File: config.mk
export PLATFORM = sky130hd
export DESIGN_NAME = nvsram_frame_mon
export DESIGN_NICKNAME = d
export VERILOG_FILES = /design/src/rtl/nvsram_mon_pkg.sv /design/src/rtl/nvsram_cmd_decode.sv /design/src/rtl/nvsram_shift_acc.sv /design/src/rtl/nvsram_frame_seq.sv /design/src/rtl/nvsram_frame_mon.sv
export SDC_FILE = /design/constraint.sdc
export NUM_CORES = 1
export LEC_CHECK = 0
export ABC_AREA = 1
export BUFFER_PORTS_ARGS = -buffer_cell sky130_fd_sc_hd__buf_4
export CORE_AREA = 2 2 124 126
export DETAILED_ROUTE_END_ITERATION = 10
export DIE_AREA = 0 0 126 128
export GPL_ROUTABILITY_DRIVEN = 0
export REMOVE_ABC_BUFFERS = 1
export SYNTH_ARGS = -nofsm -noshare
export SYNTH_HDL_FRONTEND = slang
export SYNTH_HIERARCHICAL = 1
export SYNTH_SLANG_ARGS = --single-unit
File: constraint.sdc
create_clock -name clk -period 1.5 [get_ports clk]
set_input_delay 0.3 -clock clk [delete_from_list [all_inputs] [get_ports clk]]
set_output_delay 0.3 -clock clk [all_outputs]
set_load 0.01 [all_outputs]
File: src/rtl/nvsram_mon_pkg.sv
package nvsram_mon_pkg;

    localparam int BYTE_W = 8;

    // Opcode keeps bit 7 and the three function bits
    localparam logic [BYTE_W-1:0] OPC_MASK = 8'h87;

    localparam logic [2:0] FN_WRITE   = 3'd3;
    localparam logic [2:0] FN_READ_LO = 3'd6;
    localparam logic [2:0] FN_READ_HI = 3'd7;

    typedef struct packed {
        logic [BYTE_W-1:0] opcode;
        logic [3:0]        addr;
        logic              is_read;
        logic              is_write;
        logic              bad;
    } cmd_info_t;

endpackage

File: src/rtl/nvsram_cmd_decode.sv
module nvsram_cmd_decode
    import nvsram_mon_pkg::*;
(
    input  logic [BYTE_W-1:0] cmd_byte,
    output cmd_info_t         info
);

    logic       valid_cmd;
    logic [2:0] fn;

    always_comb begin
        valid_cmd     = cmd_byte[7];
        fn            = cmd_byte[2:0];
        info.opcode   = cmd_byte & OPC_MASK;
        info.addr     = cmd_byte[6:3];
        info.bad      = ~valid_cmd;
        info.is_read  = valid_cmd && ((fn == FN_READ_LO) || (fn == FN_READ_HI));
        info.is_write = valid_cmd && (fn == FN_WRITE);
    end

endmodule

File: src/rtl/nvsram_shift_acc.sv
module nvsram_shift_acc
    import nvsram_mon_pkg::*;
#(
    parameter int DATA_W = 16
) (
    input  logic              clk,
    input  logic              rst,
    input  logic              clr,
    input  logic              shift,
    input  logic [BYTE_W-1:0] din,
    output logic [DATA_W-1:0] acc_q
);

    localparam int KEEP_W = DATA_W - BYTE_W;

    logic [DATA_W-1:0] acc_d;

    always_comb begin
        acc_d = acc_q;
        if (clr) begin
            acc_d = '0;
        end else if (shift) begin
            acc_d = {acc_q[KEEP_W-1:0], din};
        end
    end

    always_ff @(posedge clk) begin
        if (rst) begin
            acc_q <= '0;
        end else begin
            acc_q <= acc_d;
        end
    end

endmodule

File: src/rtl/nvsram_frame_seq.sv
module nvsram_frame_seq
    import nvsram_mon_pkg::*;
#(
    parameter int CNT_W = 8
) (
    input  logic              clk,
    input  logic              rst,
    input  logic              cs_active,
    input  logic              byte_vld,
    input  logic [BYTE_W-1:0] mosi_byte,
    output logic              frame_start,
    output logic              data_shift,
    output logic              frame_end,
    output logic [CNT_W-1:0]  byte_cnt,
    output logic [BYTE_W-1:0] cmd_byte
);

    localparam logic [CNT_W-1:0] CNT_MAX = {CNT_W{1'b1}};

    typedef struct packed {
        logic              cs_seen;
        logic              open;
        logic [CNT_W-1:0]  cnt;
        logic [BYTE_W-1:0] cmd;
    } seq_t;

    seq_t s_d, s_q;
    logic rise, fall, take, first;
    logic [CNT_W-1:0] base_cnt;

    always_comb begin
        rise     = cs_active && !s_q.cs_seen;
        fall     = !cs_active && s_q.cs_seen;
        take     = cs_active && byte_vld && (s_q.open || rise);
        base_cnt = rise ? '0 : s_q.cnt;
        first    = (base_cnt == '0);

        s_d         = s_q;
        s_d.cs_seen = cs_active;
        if (rise) begin
            s_d.open = 1'b1;
            s_d.cnt  = '0;
        end
        if (fall) begin
            s_d.open = 1'b0;
        end
        if (take) begin
            if (base_cnt != CNT_MAX) begin
                s_d.cnt = base_cnt + 1'b1;
            end
            if (first) begin
                s_d.cmd = mosi_byte;
            end
        end

        frame_start = rise;
        data_shift  = take && !first;
        frame_end   = fall && s_q.open && (s_q.cnt != '0);
        byte_cnt    = s_q.cnt;
        cmd_byte    = s_q.cmd;
    end

    // cs_seen resets high so a level held through reset never opens a frame
    always_ff @(posedge clk) begin
        if (rst) begin
            s_q         <= '0;
            s_q.cs_seen <= 1'b1;
        end else begin
            s_q <= s_d;
        end
    end

endmodule

File: src/rtl/nvsram_frame_mon.sv
module nvsram_frame_mon
    import nvsram_mon_pkg::*;
#(
    parameter int DATA_W = 16,
    parameter int CNT_W  = 8
) (
    input  logic              clk,
    input  logic              rst,
    input  logic              cs_active,
    input  logic              byte_vld,
    input  logic [7:0]        mosi_byte,
    input  logic [7:0]        miso_byte,
    output logic              rec_vld,
    output logic [7:0]        rec_opcode,
    output logic [3:0]        rec_addr,
    output logic [DATA_W-1:0] rec_value,
    output logic [CNT_W-1:0]  rec_count,
    output logic              rec_simple,
    output logic              rec_bad_op
);

    localparam int LANES     = 2;
    localparam int LANE_MOSI = 0;
    localparam int LANE_MISO = 1;

    typedef struct packed {
        logic              vld;
        logic [7:0]        opcode;
        logic [3:0]        addr;
        logic [DATA_W-1:0] value;
        logic [CNT_W-1:0]  count;
        logic              simple;
        logic              bad;
    } rec_t;

    logic              frame_start, data_shift, frame_end;
    logic [CNT_W-1:0]  byte_cnt;
    logic [BYTE_W-1:0] cmd_byte;
    cmd_info_t         info;
    logic [DATA_W-1:0] lane_acc [LANES];
    rec_t              rec_d, rec_q;
    logic              only_cmd;

    nvsram_frame_seq #(.CNT_W(CNT_W)) u_seq (
        .clk         (clk),
        .rst         (rst),
        .cs_active   (cs_active),
        .byte_vld    (byte_vld),
        .mosi_byte   (mosi_byte),
        .frame_start (frame_start),
        .data_shift  (data_shift),
        .frame_end   (frame_end),
        .byte_cnt    (byte_cnt),
        .cmd_byte    (cmd_byte)
    );

    nvsram_cmd_decode u_dec (
        .cmd_byte (cmd_byte),
        .info     (info)
    );

    for (genvar g = 0; g < LANES; g++) begin : g_lane
        nvsram_shift_acc #(.DATA_W(DATA_W)) u_acc (
            .clk   (clk),
            .rst   (rst),
            .clr   (frame_start),
            .shift (data_shift),
            .din   ((g == LANE_MOSI) ? mosi_byte : miso_byte),
            .acc_q (lane_acc[g])
        );
    end

    always_comb begin
        only_cmd   = (byte_cnt == CNT_W'(1));
        rec_d      = rec_q;
        rec_d.vld  = 1'b0;
        if (frame_end) begin
            rec_d.vld    = 1'b1;
            rec_d.opcode = info.opcode;
            rec_d.bad    = info.bad;
            rec_d.count  = byte_cnt;
            rec_d.simple = only_cmd;
            rec_d.addr   = only_cmd ? 4'd0 : info.addr;
            rec_d.value  = '0;
            if (!only_cmd) begin
                if (info.is_read) begin
                    rec_d.value = lane_acc[LANE_MISO];
                end else if (info.is_write) begin
                    rec_d.value = lane_acc[LANE_MOSI];
                end
            end
        end
    end

    always_ff @(posedge clk) begin
        if (rst) begin
            rec_q <= '0;
        end else begin
            rec_q <= rec_d;
        end
    end

    assign rec_vld    = rec_q.vld;
    assign rec_opcode = rec_q.opcode;
    assign rec_addr   = rec_q.addr;
    assign rec_value  = rec_q.value;
    assign rec_count  = rec_q.count;
    assign rec_simple = rec_q.simple;
    assign rec_bad_op = rec_q.bad;

endmodule

==> flow_summary_export.csv, run 1 <==
group,metric,value,unit
pwr,clockPowerShare,0.477,
place,post-place-ws,-0.0197,ns
clocking,clk-insertion-delay-late,0.34,ns
timing,tns,0,ns
clocking,clk_pin_slew,0.07,ns
grt,overflow,0,
clocking,tritoncts,"done",
outcome,outcome,"completed",
timing,drv_slew,0,
detailed_routing,dr.first_iter.drc_count,273,
clocking,htreeDepth,3,
critical_path,end_kind,"flip-flop",
pwr,power.density,940,nW/um^2
min_path,min_path_type,"input port to flip-flop",
clocking,cts_sinks,89,
detailed_routing,highest_layer,"met4",
place,place_hpwl,6260,um
timing,period_needed,1.43,ns
grt,grt_pass1_vias,3224,
timing,setup_viol,0,
detailed_routing,wl,10100,um
floorplan,dieArea,16100,sq um
critical_path,slowest_delay,0.33,ns
floorplan,rows,45,
final_layout,fin_area,5310,sq um
pwr,irDropWorstVdd,0.493,mV
final_layout,instances_no_fill,843,
grt,grt_pass1_wl,15900,um
detailed_routing,wl_met2,4730,um
final_layout,antenna_cells,0,
floorplan,coreArea,14900,sq um
detailed_routing,viasPerCell,4.24,
clocking,cts_root_buffer,"clkbuf_16",
synth,ys_seq_area_frac,0.420,
clocking,cts.path.max_buffers,2,
floorplan,io_pins,59,
pwr,p_seq_frac,0.476,
floorplan,start_util,0.286,
timing,hold_viol_final,0,
floorplan,die_h,128,um
final_layout,area_delta_synth_final,25.1,%
run,maxCapViolations,0,
grt,antenna_found_initial,0,
synth,syn_inst,600,
critical_path,critPathLaunchType,"flip-flop",
clocking,cts_hold_buffers,0,
synth,synth_cell_types,32,
place,dp_cells,817,
grt,grt_max_degree,46,
detailed_routing,wl_met1,4770,um
timing,fmax,698,MHz
final_layout,layout-drive-gt1-share,0.285,
detailed_routing,vias,3574,
synth,syn_area,4250,sq um
critical_path,cp.required,1.77,ns
critical_path,crit_type,"flip-flop to flip-flop",
place,placed_area,4740,sq um
synth,ys_warn_count,6,
critical_path,arrival,1.71,ns
detailed_routing,wl_met3,495,um
pwr,netSwitchingPower,1.06,mW
timing,finClkSkew,0.00723,ns
critical_path,path_cells,"nor2_2, nand4_1, and3_4, clkinvlp_4, buf_12, nand2_1, a21oi_2",
critical_path,slowest_stage,"dfxtp_2",
pwr,p_comb_frac,0.047,
critical_path,critPathMaxFanout,16,
timing,rsz0062_at_grt,"yes",
detailed_routing,first_pass_iters,5,
place,portBuffers,58,
grt,grt_usage,0.123,
pwr,power_switching_share,0.213,
pwr,power.total,4.99,mW
timing,worst_hold_slack,0.244,ns
synth,syn_avg_cell_area,7.08,sq um
timing,min_period_over_period,0.955,
pwr,power_leakage,2.27,nW
pwr,intPower,3.93,mW
synth,synth-seq-cells,89,
timing,setup_ws,0.0674,ns
clocking,cts_buffers,9,
final_layout,nNetsFinal,670,
floorplan,dieWidth,126,um
detailed_routing,wl_per_cell,12.0,um
detailed_routing,antenna_left,0,
detailed_routing,drc,0,
final_layout,utilization,0.357,
[power groups by stage]
stage / combinational [mW] / clock [mW] / sequential [mW]
3_3_place_gp: 0.227 / 0 / 2.43
4_1_cts: 0.231 / 2.43 / 2.38
2_1_floorplan: 0.104 / 0 / 2.43
3_5_place_dp: 0.229 / 0 / 2.43
5_1_grt: 0.260 / 2.53 / 2.38
6_report: 0.235 / 2.38 / 2.38
[logic make-up after synthesis]
| kind of cell | count (synthesis) | share of synthesized area |
|---|---|---|
| AO/OA/AOI/OAI | 59 | 0.0707 |
| buffers and inverters | 115 | 0.157 |
| flip-flops | 89 | 0.420 |
| other | 1 | 0.000883 |
| AND/OR/NAND/NOR | 336 | 0.351 |
[worst paths after layout]
check,from,end,slack [ns],cells after the start
max reg2reg,u_seq/byte_cnt[5],rec_value[13],0.07,7
max,u_seq/byte_cnt[5],rec_value[13],0.07,7
min,mosi_byte[7],u_seq/cmd_byte[7],0.24,3
min reg2reg,rec_value[12],rec_value[12],0.46,2
[synthesized netlist by cell type (all sizes together)]
cell | n | share of area
a21boi | 1 | 0.0018
a21oi | 39 | 0.046
and3 | 1 | 0.0015
buf | 47 | 0.089
clkbuf | 8 | 0.014
clkinv | 1 | 0.00088
conb | 1 | 0.00088
dfxtp | 89 | 0.42
inv | 59 | 0.053
nand2 | 180 | 0.17
nand3 | 39 | 0.050
nand4 | 2 | 0.0029
nor2 | 111 | 0.12
nor3 | 2 | 0.0035
o21ai | 18 | 0.021
o21bai | 1 | 0.0018
or2 | 1 | 0.0015
[final cells by class]
type	count	area, sq um
multi-input cells	400	1920
inverters	60	231
well taps	188	235
flip-flops and latches	89	1790
clock buffers	11	233
repair buffers	90	817
fillers	1610	9550
clock inverters	5	78.8
[metal layers]
layer,track usage,vias up
li1,-,1907
met1,0.160,1589
met2,0.197,70
met3,0.0221,8
met4,0.0562,0
met5,0,-
[cells in the final DEF (no fill, tap or decap), types with 2 or more instances in the layout]
master / synthesis / routed
buf_6: 7 / 3
nor2_1: 85 / 66
clkinv_2: 0 / 2
nand2_4: 3 / 4
nor2_2: 21 / 34
clkbuf_1: 4 / 2
o21ai_0: 18 / 15
bufinv_16: 0 / 2
nand2_1: 167 / 166
nand4_1: 2 / 2
dfxtp_2: 0 / 8
conb_1: 1 / 4
buf_12: 1 / 6
inv_2: 3 / 4
a21oi_1: 39 / 36
buf_4: 34 / 78
inv_1: 55 / 53
dfxtp_1: 89 / 81
a21oi_2: 0 / 3
nor2_4: 4 / 11
nand3_1: 37 / 37
o21ai_1: 0 / 2
clkbuf_16: 0 / 11
nand2_2: 10 / 10
[worst max-delay path, delay by kind of cell (launching register included)]
kind | cells | cell delay, ns
simple gates | 4 | 0.58
buf+inv | 2 | 0.33
compound gates | 1 | 0.13
flops | 1 | 0.33
[repair_timing]
item,CTS,global route
gates resized for setup,1,45
pin swaps,0,10
setup endpoints to repair,1,68
setup buffers,0,4
endpoints found under the hold margin,0,0
gates cloned,1,5
[registers in the layout (all words and copies together), names as in the netlist]
| register | cells |
|---|---|
| rec_addr | 4 |
| rec_vld | 1 |
| rec_opcode | 8 |
| u_seq/byte_cnt | 8 |
| rec_bad_op | 1 |
| g_lane.u_acc/acc_q | 32 |
| rec_count | 8 |
| rec_simple | 1 |
| rec_value | 16 |
| u_seq/s_q | 2 |
| u_seq/cmd_byte | 8 |
Note: power is estimated with default switching activity, not from simulation.
==> inputs of run 2 (changes only) <==
- CORE_AREA: 2 2 124 126 -> 2 2 107 109
- DIE_AREA: 0 0 126 128 -> 0 0 109 111
==> flow_summary_export.csv, run 2 (same netlist as run 1, synthesis figures left out) <==
group,metric,value,unit
place,placed_area,4750,sq um
timing,setup_viol,0,
timing,setup_ws,0.105,ns
floorplan,die_h,111,um
critical_path,end_kind,"flip-flop",
final_layout,utilization,0.461,
critical_path,slowest_delay,0.31,ns
pwr,irDropWorstVdd,0.583,mV
min_path,min_path_type,"input port to flip-flop",
final_layout,fill_cells,1096,
floorplan,dieWidth,109,um
run,maxCapViolations,0,
critical_path,crit_type,"flip-flop to flip-flop",
pwr,power.density,952,nW/um^2
critical_path,arrival,1.62,ns
detailed_routing,antenna_left,0,
clocking,cts_hold_buffers,0,
critical_path,path_cells,"nor2_1, nand4_1, and3_4, buf_8, o21ai_0, nor2_1",
critical_path,slowest_stage,"dfxtp_1",
place,portBuffers,58,
place,post-place-ws,-0.0142,ns
clocking,cts_root_buffer,"clkbuf_16",
final_layout,final_common_cell,"nand2_1",
timing,worst_hold_slack,0.216,ns
detailed_routing,vias,3577,
final_layout,fin_area,5110,sq um
timing,drv_slew,0,
timing,fmax,717,MHz
critical_path,cp.required,1.72,ns
detailed_routing,wl,9150,um
grt,grt_max_degree,31,
outcome,outcome,"completed",
detailed_routing,dr.first_iter.drc_count,109,
clocking,cts_sinks,89,
grt,antenna_found_initial,0,
detailed_routing,viasPerCell,4.49,
min_path,min_from,"cs_active",
final_layout,top_register,"g_lane.u_acc/acc_q",
final_layout,antenna_cells,0,
timing,finClkSkew,0.00720,ns
grt,grt_pass1_vias,3498,
floorplan,rows,39,
critical_path,path_common_cell,"nor2_1",
final_layout,area_delta_synth_final,20.3,%
grt,grt_pass1_wl,16000,um
timing,rsz0062_at_grt,"yes",
final_layout,multi_input_area,1850,sq um
timing,hold_viol_final,0,
detailed_routing,drc,0,
critical_path,path_buf_inv,1,
critical_path,critPathMaxFanout,30,
clocking,cts.path.max_buffers,2,
clocking,clk-insertion-delay-late,0.33,ns
final_layout,largest_reg_flops,32,
critical_path,critPathLaunchType,"flip-flop",
final_layout,layout-drive-gt1-share,0.242,
critical_path,crit_family,"simple AND/OR/NAND/NOR gates",
grt,overflow,0,
floorplan,coreArea,11100,sq um
detailed_routing,wl_per_cell,11.5,um
floorplan,dieArea,12100,sq um
pwr,power_leakage,2.21,nW
floorplan,io_pins,59,
floorplan,start_util,0.383,
place,place_hpwl,6430,um
critical_path,r2r_start,"u_seq/byte_cnt[7]",
final_layout,regArea,1780,sq um
critical_path,crit_start,"u_seq/byte_cnt[7]",
clocking,clk_pin_slew,0.06,ns
final_layout,final_cell_mix,"166 x nand2_1, 88 x dfxtp_1, 84 x nor2_1, 77 x buf_4, 52 x inv_1",
clocking,cts_buffers,9,
timing,min_period_over_period,0.930,
clocking,htreeDepth,3,
detailed_routing,first_pass_iters,4,
clocking,tritoncts,"done",
final_layout,nNetsFinal,668,
grt,grt_usage,0.164,
timing,period_needed,1.39,ns
==> run 2: cell types whose count changed in the layout (fill, tap and decap cells not counted), sizes merged <==
cell / change
buf: -1
clkbuf: -1
inv: +1
bufinv: -1
clkinv: -1
nand2: +1
==> run 2: through the flow <==
step	cells	TNS, ns	power [mW]
6_report	796	0	4.86
2_1_floorplan	548	-77.88	2.53
3_5_place_dp	776	-0.0487	2.66
4_1_cts	792	-0.00644	4.91
5_1_grt	796	-0.000853	5.05
3_3_place_gp	776	0	2.66
==> run 2: cell type report <==
type | instances | area share
Multi-Input combinational cell | 401 | 0.362
Tap cell | 143 | 0.0350
Sequential cell | 89 | 0.349
Clock buffer | 12 | 0.0482
Inverter | 60 | 0.0446
Clock inverter | 4 | 0.0100
Timing Repair Buffer | 87 | 0.151
==> run 2: metal layers <==
| metal | up-vias | wire length (um) | track usage | share of wire |
|---|---|---|---|---|
| li1 | 1906 | - | - | - |
| met1 | 1586 | 4210 | 0.215 | 0.46 |
| met2 | 69 | 4350 | 0.266 | 0.48 |
| met3 | 16 | 415 | 0.0312 | 0.045 |
| met4 | 0 | 172 | 0.0581 | 0.019 |
| met5 | - | 0 | 0 | 0 |
==> run 2: power breakdown <==
part,switching (mW),internal [mW]
combinational,0.138,0.0997
sequential,0.00557,2.37
clock,0.905,1.34
==> run 2: what timing repair did <==
item | 4_1_cts | 5_1_grt
setup endpoints to repair | 2 | 85
gates resized for setup | 0 | 13
setup buffers | 0 | 2
pin swaps | 0 | 3
gates cloned | 0 | 2
==> run 2: final timing paths <==
check                                     end  slack, ns  cells past startpoint
worst min-delay path            u_seq/s_q[17]       0.22                      2
worst min register to register  rec_value[11]       0.46                      2
worst max register to register  rec_opcode[7]       0.11                      6
worst max-delay path            rec_opcode[7]       0.11                      6
